File: src/rtl/spt_pkg.sv
package spt_pkg;

    // How a sampled data-ready request is resolved in one cycle
    typedef enum logic [1:0] {
        DR_NONE   = 2'd0,
        DR_QUEUED = 2'd1,
        DR_BYPASS = 2'd2,
        DR_SPUR   = 2'd3
    } drdy_kind_e;

    function automatic drdy_kind_e classify_drdy(
        input logic drdy,
        input logic q_empty,
        input logic hit_ok
    );
        drdy_kind_e k;
        if (!drdy)        k = DR_NONE;
        else if (!q_empty) k = DR_QUEUED;
        else if (hit_ok)  k = DR_BYPASS;
        else              k = DR_SPUR;
        return k;
    endfunction

endpackage

File: src/rtl/spt_tag_queue.sv
module spt_tag_queue #(
    parameter int DEPTH = 4,
    parameter int TAG_W = 4
) (
    input  logic             clk,
    input  logic             rst_n,
    input  logic             push,
    input  logic             pop,
    input  logic [TAG_W-1:0] push_tag,
    output logic [TAG_W-1:0] head_tag,
    output logic             empty,
    output logic             full
);
    localparam int PTR_W = (DEPTH > 1) ? $clog2(DEPTH) : 1;
    localparam int CNT_W = $clog2(DEPTH + 1);
    localparam logic [PTR_W-1:0] LAST = PTR_W'(DEPTH - 1);
    localparam logic [CNT_W-1:0] FULL_CNT = CNT_W'(DEPTH);

    typedef struct packed {
        logic [DEPTH-1:0][TAG_W-1:0] mem;
        logic [PTR_W-1:0]            wr;
        logic [PTR_W-1:0]            rd;
        logic [CNT_W-1:0]            cnt;
    } q_state_t;

    q_state_t st_d, st_q;

    function automatic logic [PTR_W-1:0] bump(input logic [PTR_W-1:0] p);
        return (p == LAST) ? '0 : p + PTR_W'(1);
    endfunction

    always_comb begin
        st_d = st_q;
        if (push) begin
            st_d.mem[st_q.wr] = push_tag;
            st_d.wr           = bump(st_q.wr);
        end
        if (pop) begin
            st_d.rd = bump(st_q.rd);
        end
        case ({push, pop})
            2'b10:   st_d.cnt = st_q.cnt + CNT_W'(1);
            2'b01:   st_d.cnt = st_q.cnt - CNT_W'(1);
            default: st_d.cnt = st_q.cnt;
        endcase
    end

    always_ff @(posedge clk) begin
        if (!rst_n) begin
            st_q <= '0;
        end else begin
            st_q <= st_d;
        end
    end

    assign head_tag = st_q.mem[st_q.rd];
    assign empty    = (st_q.cnt == '0);
    assign full     = (st_q.cnt == FULL_CNT);

    AST_NO_PUSH_FULL: assert property (@(posedge clk) disable iff (!rst_n)
        (push && full) |-> pop) else $error("push into full queue");
    AST_NO_POP_EMPTY: assert property (@(posedge clk) disable iff (!rst_n)
        pop |-> !empty) else $error("pop from empty queue");
    AST_PUSHPOP_HOLD: assert property (@(posedge clk) disable iff (!rst_n)
        (push && pop) |=> $stable(st_q.cnt)) else $error("occupancy moved");

endmodule

File: src/rtl/spt_sat_counter.sv
module spt_sat_counter #(
    parameter int W = 8
) (
    input  logic         clk,
    input  logic         rst_n,
    input  logic         inc,
    output logic [W-1:0] value
);
    localparam logic [W-1:0] TOP = {W{1'b1}};

    logic [W-1:0] cnt_d, cnt_q;

    always_comb begin
        cnt_d = cnt_q;
        if (inc && (cnt_q != TOP)) begin
            cnt_d = cnt_q + W'(1);
        end
    end

    always_ff @(posedge clk) begin
        if (!rst_n) begin
            cnt_q <= '0;
        end else begin
            cnt_q <= cnt_d;
        end
    end

    assign value = cnt_q;

    AST_SAT_STAYS: assert property (@(posedge clk) disable iff (!rst_n)
        (cnt_q == TOP) |=> (cnt_q == TOP)) else $error("counter wrapped");
    AST_STEP_ONE: assert property (@(posedge clk) disable iff (!rst_n)
        (inc && cnt_q != TOP) |=> (cnt_q == $past(cnt_q) + W'(1))) else $error("bad step");

endmodule

File: src/rtl/snoop_push_tracker.sv
module snoop_push_tracker #(
    parameter int DEPTH = 4,
    parameter int TAG_W = 4,
    parameter int CNT_W = 8
) (
    input  logic             clk,
    input  logic             rst_n,
    input  logic             hit_i,
    input  logic             retry_i,
    input  logic [TAG_W-1:0] tag_i,
    input  logic             drdy_i,
    output logic             accept_o,
    output logic [TAG_W-1:0] accept_tag_o,
    output logic             overflow_o,
    output logic [CNT_W-1:0] spurious_cnt_o
);
    import spt_pkg::*;

    typedef struct packed {
        logic             accept;
        logic [TAG_W-1:0] tag;
        logic             ovf;
    } out_state_t;

    out_state_t st_d, st_q;

    logic             hit_ok;
    logic             q_push, q_pop, q_empty, q_full;
    logic [TAG_W-1:0] q_head;
    logic             spur_inc;
    drdy_kind_e       kind;

    spt_tag_queue #(.DEPTH(DEPTH), .TAG_W(TAG_W)) queue_i (
        .clk      (clk),
        .rst_n    (rst_n),
        .push     (q_push),
        .pop      (q_pop),
        .push_tag (tag_i),
        .head_tag (q_head),
        .empty    (q_empty),
        .full     (q_full)
    );

    spt_sat_counter #(.W(CNT_W)) spur_ctr_i (
        .clk   (clk),
        .rst_n (rst_n),
        .inc   (spur_inc),
        .value (spurious_cnt_o)
    );

    always_comb begin
        hit_ok   = hit_i && !retry_i;
        kind     = classify_drdy(drdy_i, q_empty, hit_ok);
        st_d     = st_q;
        st_d.accept = 1'b0;
        q_pop    = 1'b0;
        q_push   = 1'b0;
        spur_inc = 1'b0;
        case (kind)
            DR_QUEUED: begin
                st_d.accept = 1'b1;
                st_d.tag    = q_head;
                q_pop       = 1'b1;
                q_push      = hit_ok;
            end
            DR_BYPASS: begin
                st_d.accept = 1'b1;
                st_d.tag    = tag_i;
            end
            DR_SPUR: begin
                spur_inc = 1'b1;
            end
            default: begin
                if (hit_ok) begin
                    if (q_full) st_d.ovf = 1'b1;
                    else        q_push   = 1'b1;
                end
            end
        endcase
    end

    always_ff @(posedge clk) begin
        if (!rst_n) begin
            st_q <= '0;
        end else begin
            st_q <= st_d;
        end
    end

    assign accept_o     = st_q.accept;
    assign accept_tag_o = st_q.tag;
    assign overflow_o   = st_q.ovf;

    AST_RETRY_NO_PUSH: assert property (@(posedge clk) disable iff (!rst_n)
        (retry_i && !q_pop) |-> !q_push) else $error("retried hit queued");
    AST_ACCEPT_FROM_DRDY: assert property (@(posedge clk) disable iff (!rst_n)
        accept_o |-> $past(drdy_i)) else $error("accept without request");
    AST_SPUR_NO_ACCEPT: assert property (@(posedge clk) disable iff (!rst_n)
        spur_inc |=> !accept_o) else $error("spurious request accepted");
    AST_OVF_STICKY: assert property (@(posedge clk) disable iff (!rst_n)
        overflow_o |=> overflow_o) else $error("overflow flag dropped");

endmodule

File: config.mk
export PLATFORM = sky130hd
export DESIGN_NAME = snoop_push_tracker
export DESIGN_NICKNAME = d
export VERILOG_FILES = /design/src/rtl/spt_pkg.sv /design/src/rtl/spt_tag_queue.sv /design/src/rtl/spt_sat_counter.sv /design/src/rtl/snoop_push_tracker.sv
export SDC_FILE = /design/constraint.sdc
export NUM_CORES = 1
export LEC_CHECK = 0
export ABC_CLOCK_PERIOD_IN_PS = 2700
export CORE_ASPECT_RATIO = 1.4
export CORE_UTILIZATION = 56
export DETAILED_ROUTE_END_ITERATION = 10
export DONT_BUFFER_PORTS = 1
export PLACE_DENSITY = 0.71
export SETUP_SLACK_MARGIN = 0.5
export SYNTH_ARGS = -nofsm -noshare
export SYNTH_HDL_FRONTEND = slang
export SYNTH_HIERARCHICAL = 1
export SYNTH_SLANG_ARGS = --single-unit
export TNS_END_PERCENT = 50
File: constraint.sdc
create_clock -name clk -period 2.7 [get_ports clk]
set_input_delay 0.54 -clock clk [delete_from_list [all_inputs] [get_ports clk]]
set_output_delay 0.54 -clock clk [all_outputs]
set_load 0.03 [all_outputs]
Word-level counts from Yosys, hierarchy flattened. Cells that the tools add are included.

Register bits: 37. Input bits: 9. Output and inout port bits: 14. Word-level logic and storage cells: 56.

Add/subtract/negate cells: 5. Magnitude comparators: 3. Eq/ne operators: 9. Mux-type cells: 17. Bitwise operators: 1. Reduce and logical (&&, ||, !) cells: 10.

Operator list (count): 16-bit bitwise mux (1); 2-bit equality test (second input constant) (5); 5-bit one-hot mux with 2 select lines (1); 8-bit by 1-bit adder with 8-bit output (second input constant) (1); 4-bit binary-select mux with 2-bit select (1); 4-bit demux with 2-bit select (1); 2-bit 2-to-1 mux (4); 4-bit 2-to-1 mux (2); 8-bit inequality test (second input constant) (1); 2-bit by 3-bit < comparator with 1-bit output (second input constant) (2); 3-bit one-hot mux with 2 select lines (1); 1-bit 2-to-1 mux (5); 2-bit by 1-bit adder with 2-bit output (second input constant) (2); 2-bit by 1-bit equality test with 1-bit output (second input constant) (2); 2-bit nonzero test (2); 3-bit by 1-bit adder with 3-bit output (second input constant) (1); 3-bit equality test (second input constant) (1); 1-bit logical AND (3); 3-bit logical NOT (1); 3-bit AND reduction (1); 3-bit OR reduction (1); 3-bit by 1-bit subtractor with 3-bit output (second input constant) (1); 2-bit by 1-bit greater-or-equal comparator with 1-bit output (second input constant) (1); 1-bit one-hot mux with 2 select lines (1); other kinds (3) (3).

Longest topological paths before layout.
Depth after elaboration: 10. Depth in mapped cells: 11. Depth with buffers taken out: 11.

Cells and area by module. Netlist, hierarchy kept.

Modules (own cells, without submodules): spt_tag_queue (instances 1, cells each 118, area each 1112.3 um^2, seq. area each 460.4 um^2); spt_sat_counter (instances 1, cells each 47, area each 404.1 um^2, seq. area each 160.2 um^2); snoop_push_tracker (instances 1, cells each 29, area each 280.3 um^2, seq. area each 120.1 um^2).

Worst setup path after synthesis. OpenSTA, ideal clock, no wires.

Kind: input to register. Start point: in retry_i. End point: reg queue_i/st_q[2] in the netlist's numbering. Library setup time: 0.070 ns. Arrival: 2.146 ns. Data required time: 2.630 ns. Path slack: 0.484 ns. Stages: 9. Buffers on the path: 0. Cell sequence: nand2b_1 > a211oi_1 > inv_1 > ha_1 > inv_1 > fa_1 > xor2_1 > or3_1 > a21boi_1.

Cells in the longest elaborated chain, start to end: 10. Elaborated cells on any way between the ends: 16. Classes of those cells: 5 x eq/ne; 7 x mux; 4 x reduce/logical.

Ends and longest elaborated chain: start: declaration (RTL line snoop_push_tracker.sv:9) `input logic retry_i,`; 1-bit logical NOT (*) (RTL line snoop_push_tracker.sv:52) `hit_ok = hit_i && !retry_i;`; 1-bit logical AND (*) (RTL line snoop_push_tracker.sv:52); 1-bit 2-to-1 mux (RTL line spt_pkg.sv:19) `else if (hit_ok) k = DR_BYPASS;`; 2-bit 2-to-1 mux (RTL line spt_pkg.sv:18) `else if (!q_empty) k = DR_QUEUED;`; 2-bit 2-to-1 mux (RTL line spt_pkg.sv:17) `if (!drdy) k = DR_NONE;`; 2-bit equality test (RTL line snoop_push_tracker.sv:59) `case (kind)`; 2-bit OR reduction (no line); 1-bit one-hot mux with 2 select lines (*) (RTL line snoop_push_tracker.sv:59); named net q_push (RTL line snoop_push_tracker.sv:28) `logic q_push, q_pop, q_empty, q_full;`; 2-bit by 1-bit equality test with 1-bit output / 2-bit equality test (equally long branches) (RTL line spt_tag_queue.sv:41) `case ({push, pop})`; 3-bit one-hot mux with 2 select lines / 2-bit nonzero test (equally long branches); end signal: assignment (RTL line spt_tag_queue.sv:52) `st_q <= st_d;`; end: declaration (RTL line spt_tag_queue.sv:26) `q_state_t st_d, st_q;`.

The timed path passes the listed nets; every way through them passes the cells marked *. A chain may end at the register's enable or synchronous reset.

Final worst setup path.
Start point: reg queue_i/st_q[1] in the netlist's numbering. End point: reg queue_i/st_q[2] in the netlist's numbering.

Elaborated cells on any way between the ends: 18. Classes of those cells: 2 x add/sub; 6 x eq/ne; 7 x mux; 3 x reduce/logical.

RTL lines: 3-bit equality test (*) (RTL line spt_tag_queue.sv:58) `assign full = (st_q.cnt == FULL_CNT);`; named net q_full (RTL line snoop_push_tracker.sv:28); 1-bit 2-to-1 mux (*) (RTL line snoop_push_tracker.sv:75) `if (q_full) st_d.ovf = 1'b1;`; 1-bit 2-to-1 mux (*) (RTL line snoop_push_tracker.sv:74) `if (hit_ok) begin`; 1-bit one-hot mux with 2 select lines (*) (RTL line snoop_push_tracker.sv:59); named net q_push (RTL line snoop_push_tracker.sv:28); 2-bit by 1-bit equality test with 1-bit output / 2-bit equality test (equally long branches) (RTL line spt_tag_queue.sv:41); 3-bit one-hot mux with 2 select lines / 2-bit nonzero test (equally long branches).

Marks and branches as above.

==> flow_summary.toml <==
[pwr]
p_per_area_mw_per_mm2 = 767
seqPwrFrac_pct = 45.7
total_leakage_power_nw = 0.675
clkPwrFrac_pct = 31.2
sw_frac_of_total_pct = 31.5
intPower_mw = 1.05
switching_power_uw = 484
pwr-share-comb_pct = 23.1
ir_drop_v = 0.000524

[setup_path]
required_ns = 2.92
crit_arrival_ns = 2.32
worstPathMaxFanout = 3
critPathMaxStageDelay_ns = 0.37
critPathKind = "flop to flop"
cp_cell_sequence = "inv_4, and3_1, nor2b_4, a211oi_2, inv_1, ha_4, inv_2, fa_2, xor2_1, or3_1, a21boi_1"
end_kind = "flop"
cp-start-kind = "flop"
cp_slowest_cell = "dfxtp_4"

[cells_and_area]
areaGrowthSynthToFinish_pct = 11.6
antenna_cells = 0
drive_gt1_share_pct = 15.6
utilization_pct = 64.8
fin_nets = 215

[clock_tree]
numCtsBuffers = 5
clk_latency_ns = 0.29
clk_pin_slew_ns = 0.08
ctsRootBufferMaster = "clkbuf_8"
cts-htree-levels = 2
cts.sinks = 37
cts_buffer_depth = 2
cts_tree = "built"

[grt]
grt_pass1_vias = 1448
grt_max_degree = 38
grt_use_total_pct = 24.7
grt_pass1_wl_um = 6510
grt_overflow = 0
antenna_found_initial = 0

[floorplan]
start_util_pct = 58.1
ios = 23
design.core.area_mm2 = 0.00309
fp-row-count = 24
fp.dieW_um = 49.9
die_h_um = 69.0
die_area_mm2 = 0.00344

[route]
postRouteAntennaNets = 0
drt-initial-drc-count = 36
first_pass_iters = 4
routedWlPerCell_um = 16.3
wirelength_um = 3880
routed_via_density = 6.03
vias = 1434
drc = 0

[placed_design]
dp_hpwl_um = 2780
port_buffers = 0
gp_congestion = 0.789

[sta]
fmax_ghz = 0.476
hold_violations = 0
maxSlewHeadroom_pct = 65.2
finalSetupViolations = 0
finClkSkew_ns = 0.00777
slew_viol_final = 0
rsz0062_at_grt = "false"
finalSetupTns_ns = 0
fin_crit_ns = 2.10
period_share_pct = 77.9
tightest_slew_ns = 0.521

[yosys]
synthArstFlopShare_pct = 0
ys_seq_area_share_pct = 41.2
synth_ff_type = "dfxtp_1"
yosysWarningCount = 6
netlist_instances = 194
syn_area_mm2 = 0.00180
yosys_register_bits = 37
synth_edf_count = 0
syn-mean-instance-area_um2 = 9.26
syn-num-nets = 211
synth.distinct_cells = 40

[worst_hold_path]
hp-class = "input pin to flop"

[job]
max_cap_violations = 0

[outcome]
outcome = "finished, final reports clean"
[cell families (layout without fill, tap and decap cells)]
logic type	count (synthesis)	in the layout	share of synthesized area (%)
buffers and inverters	15	20	3.76
AND/OR/NAND/NOR	78	78	22.5
AO/OA/AOI/OAI	45	45	17.8
flip-flops	37	37	41.2
XOR/XNOR	2	2	0.975
multiplexers	9	9	7.80
adder cells (fa/ha/maj)	8	8	5.99
[critical path: cells and delay by family, from the launching register on]
family	cells	cell delay, ns
xor+xnor	1	0.16
flops	1	0.37
compound gates	2	0.18
simple gates	3	0.61
fa+ha+maj	2	0.50
buf+inv	3	0.22
[through the flow]
stage | hold WS (ns) | instances | worst slack, ns | cell area [um2] | power (mW)
2_1_floorplan | 0.440 | 194 | 0.572 | 1800 | 0.936
3_3_place_gp | 0.447 | 228 | 0.531 | 1820 | 0.969
3_5_place_dp | 0.458 | 228 | 0.383 | 1820 | 0.993
4_1_cts | 0.360 | 236 | 0.501 | 1950 | 1.49
5_1_grt | 0.359 | 238 | 0.525 | 2000 | 1.63
6_report | 0.368 | 238 | 0.598 | 2000 | 1.54
[cell usage after synthesis (all sizes together), types with 2 or more instances]
library cell / count / area, um2
dfxtp: 37 / 741
nand2: 27 / 101
a21boi: 24 / 184
nand3: 22 / 110
inv: 9 / 33.8
ha: 7 / 87.6
a21oi: 6 / 30.0
nor2b: 6 / 37.5
mux2i: 5 / 50.1
a22oi: 4 / 30.0
and3: 4 / 25.0
buf: 4 / 26.3
mux4: 4 / 90.1
nor3: 4 / 20.0
a211oi: 3 / 22.5
nand2b: 3 / 21.3
o21ai: 3 / 15.0
and2: 2 / 12.5
and4: 2 / 18.8
clkbuf: 2 / 7.51
nand4: 2 / 12.5
o21bai: 2 / 15.0
[sequential cells by signal, summed over array words and instances (netlist names)]
| register | cells |
|---|---|
| queue_i/st_q | 23 |
| overflow_o | 1 |
| accept_tag_o | 4 |
| accept_o | 1 |
| spur_ctr_i/value | 8 |
[power groups by stage]
stage | registers, mW | logic [mW] | clock network, mW
finish | 0.703 | 0.355 | 0.479
global route | 0.713 | 0.397 | 0.518
CTS | 0.683 | 0.309 | 0.492
detailed placement | 0.693 | 0.300 | 0
global placement | 0.687 | 0.282 | 0
floorplan | 0.669 | 0.267 | 0
[final timing paths]
path | from | to | slack [ns] | cells after the start
max | queue_i/st_q[1] | queue_i/st_q[2] | 0.60 | 11
min | rst_n | overflow_o | 0.37 | 1
max reg2reg | queue_i/st_q[1] | queue_i/st_q[2] | 0.60 | 11
min reg2reg | queue_i/st_q[9] | queue_i/st_q[9] | 0.47 | 2
[repair_timing]
item | CTS | global route
setup buffers | 0 | 2
hold buffers | 0 | 0
gates resized for setup | 4 | 14
pin swaps | 0 | 3
endpoints found under the setup margin | 2 | 2
[area by class of cell]
type,count,area (um2)
Inverter,9,41.3
Timing Repair Buffer,3,22.5
Clock buffer,5,68.8
Clock inverter,3,46.3
Multi-Input combinational cell,142,1030
Sequential cell,37,749
Fill cell,265,1090
Tap cell,39,48.8
[layer usage]
metal / part of all wire, % / GRT usage, %
met1: 39 / 27.3
met2: 54 / 43.1
met3: 5.0 / 6.18
met4: 1.8 / 11.4
met5: 0 / 0
[cell usage in the layout (no fill, tap or decap), drive strengths merged, types with 2 or more instances in the layout]
master / n
nand3: 22
nor3: 4
o21ai: 3
a21oi: 6
buf: 3
dfxtp: 37
nor2b: 6
ha: 7
and4: 2
mux2i: 5
o21bai: 2
a211oi: 3
mux4: 4
and3: 4
nand2b: 3
inv: 9
and2: 2
a22oi: 4
nand4: 2
a21boi: 24
nand2: 27
clkbuf: 5
(Power assumes the default switching activity.)
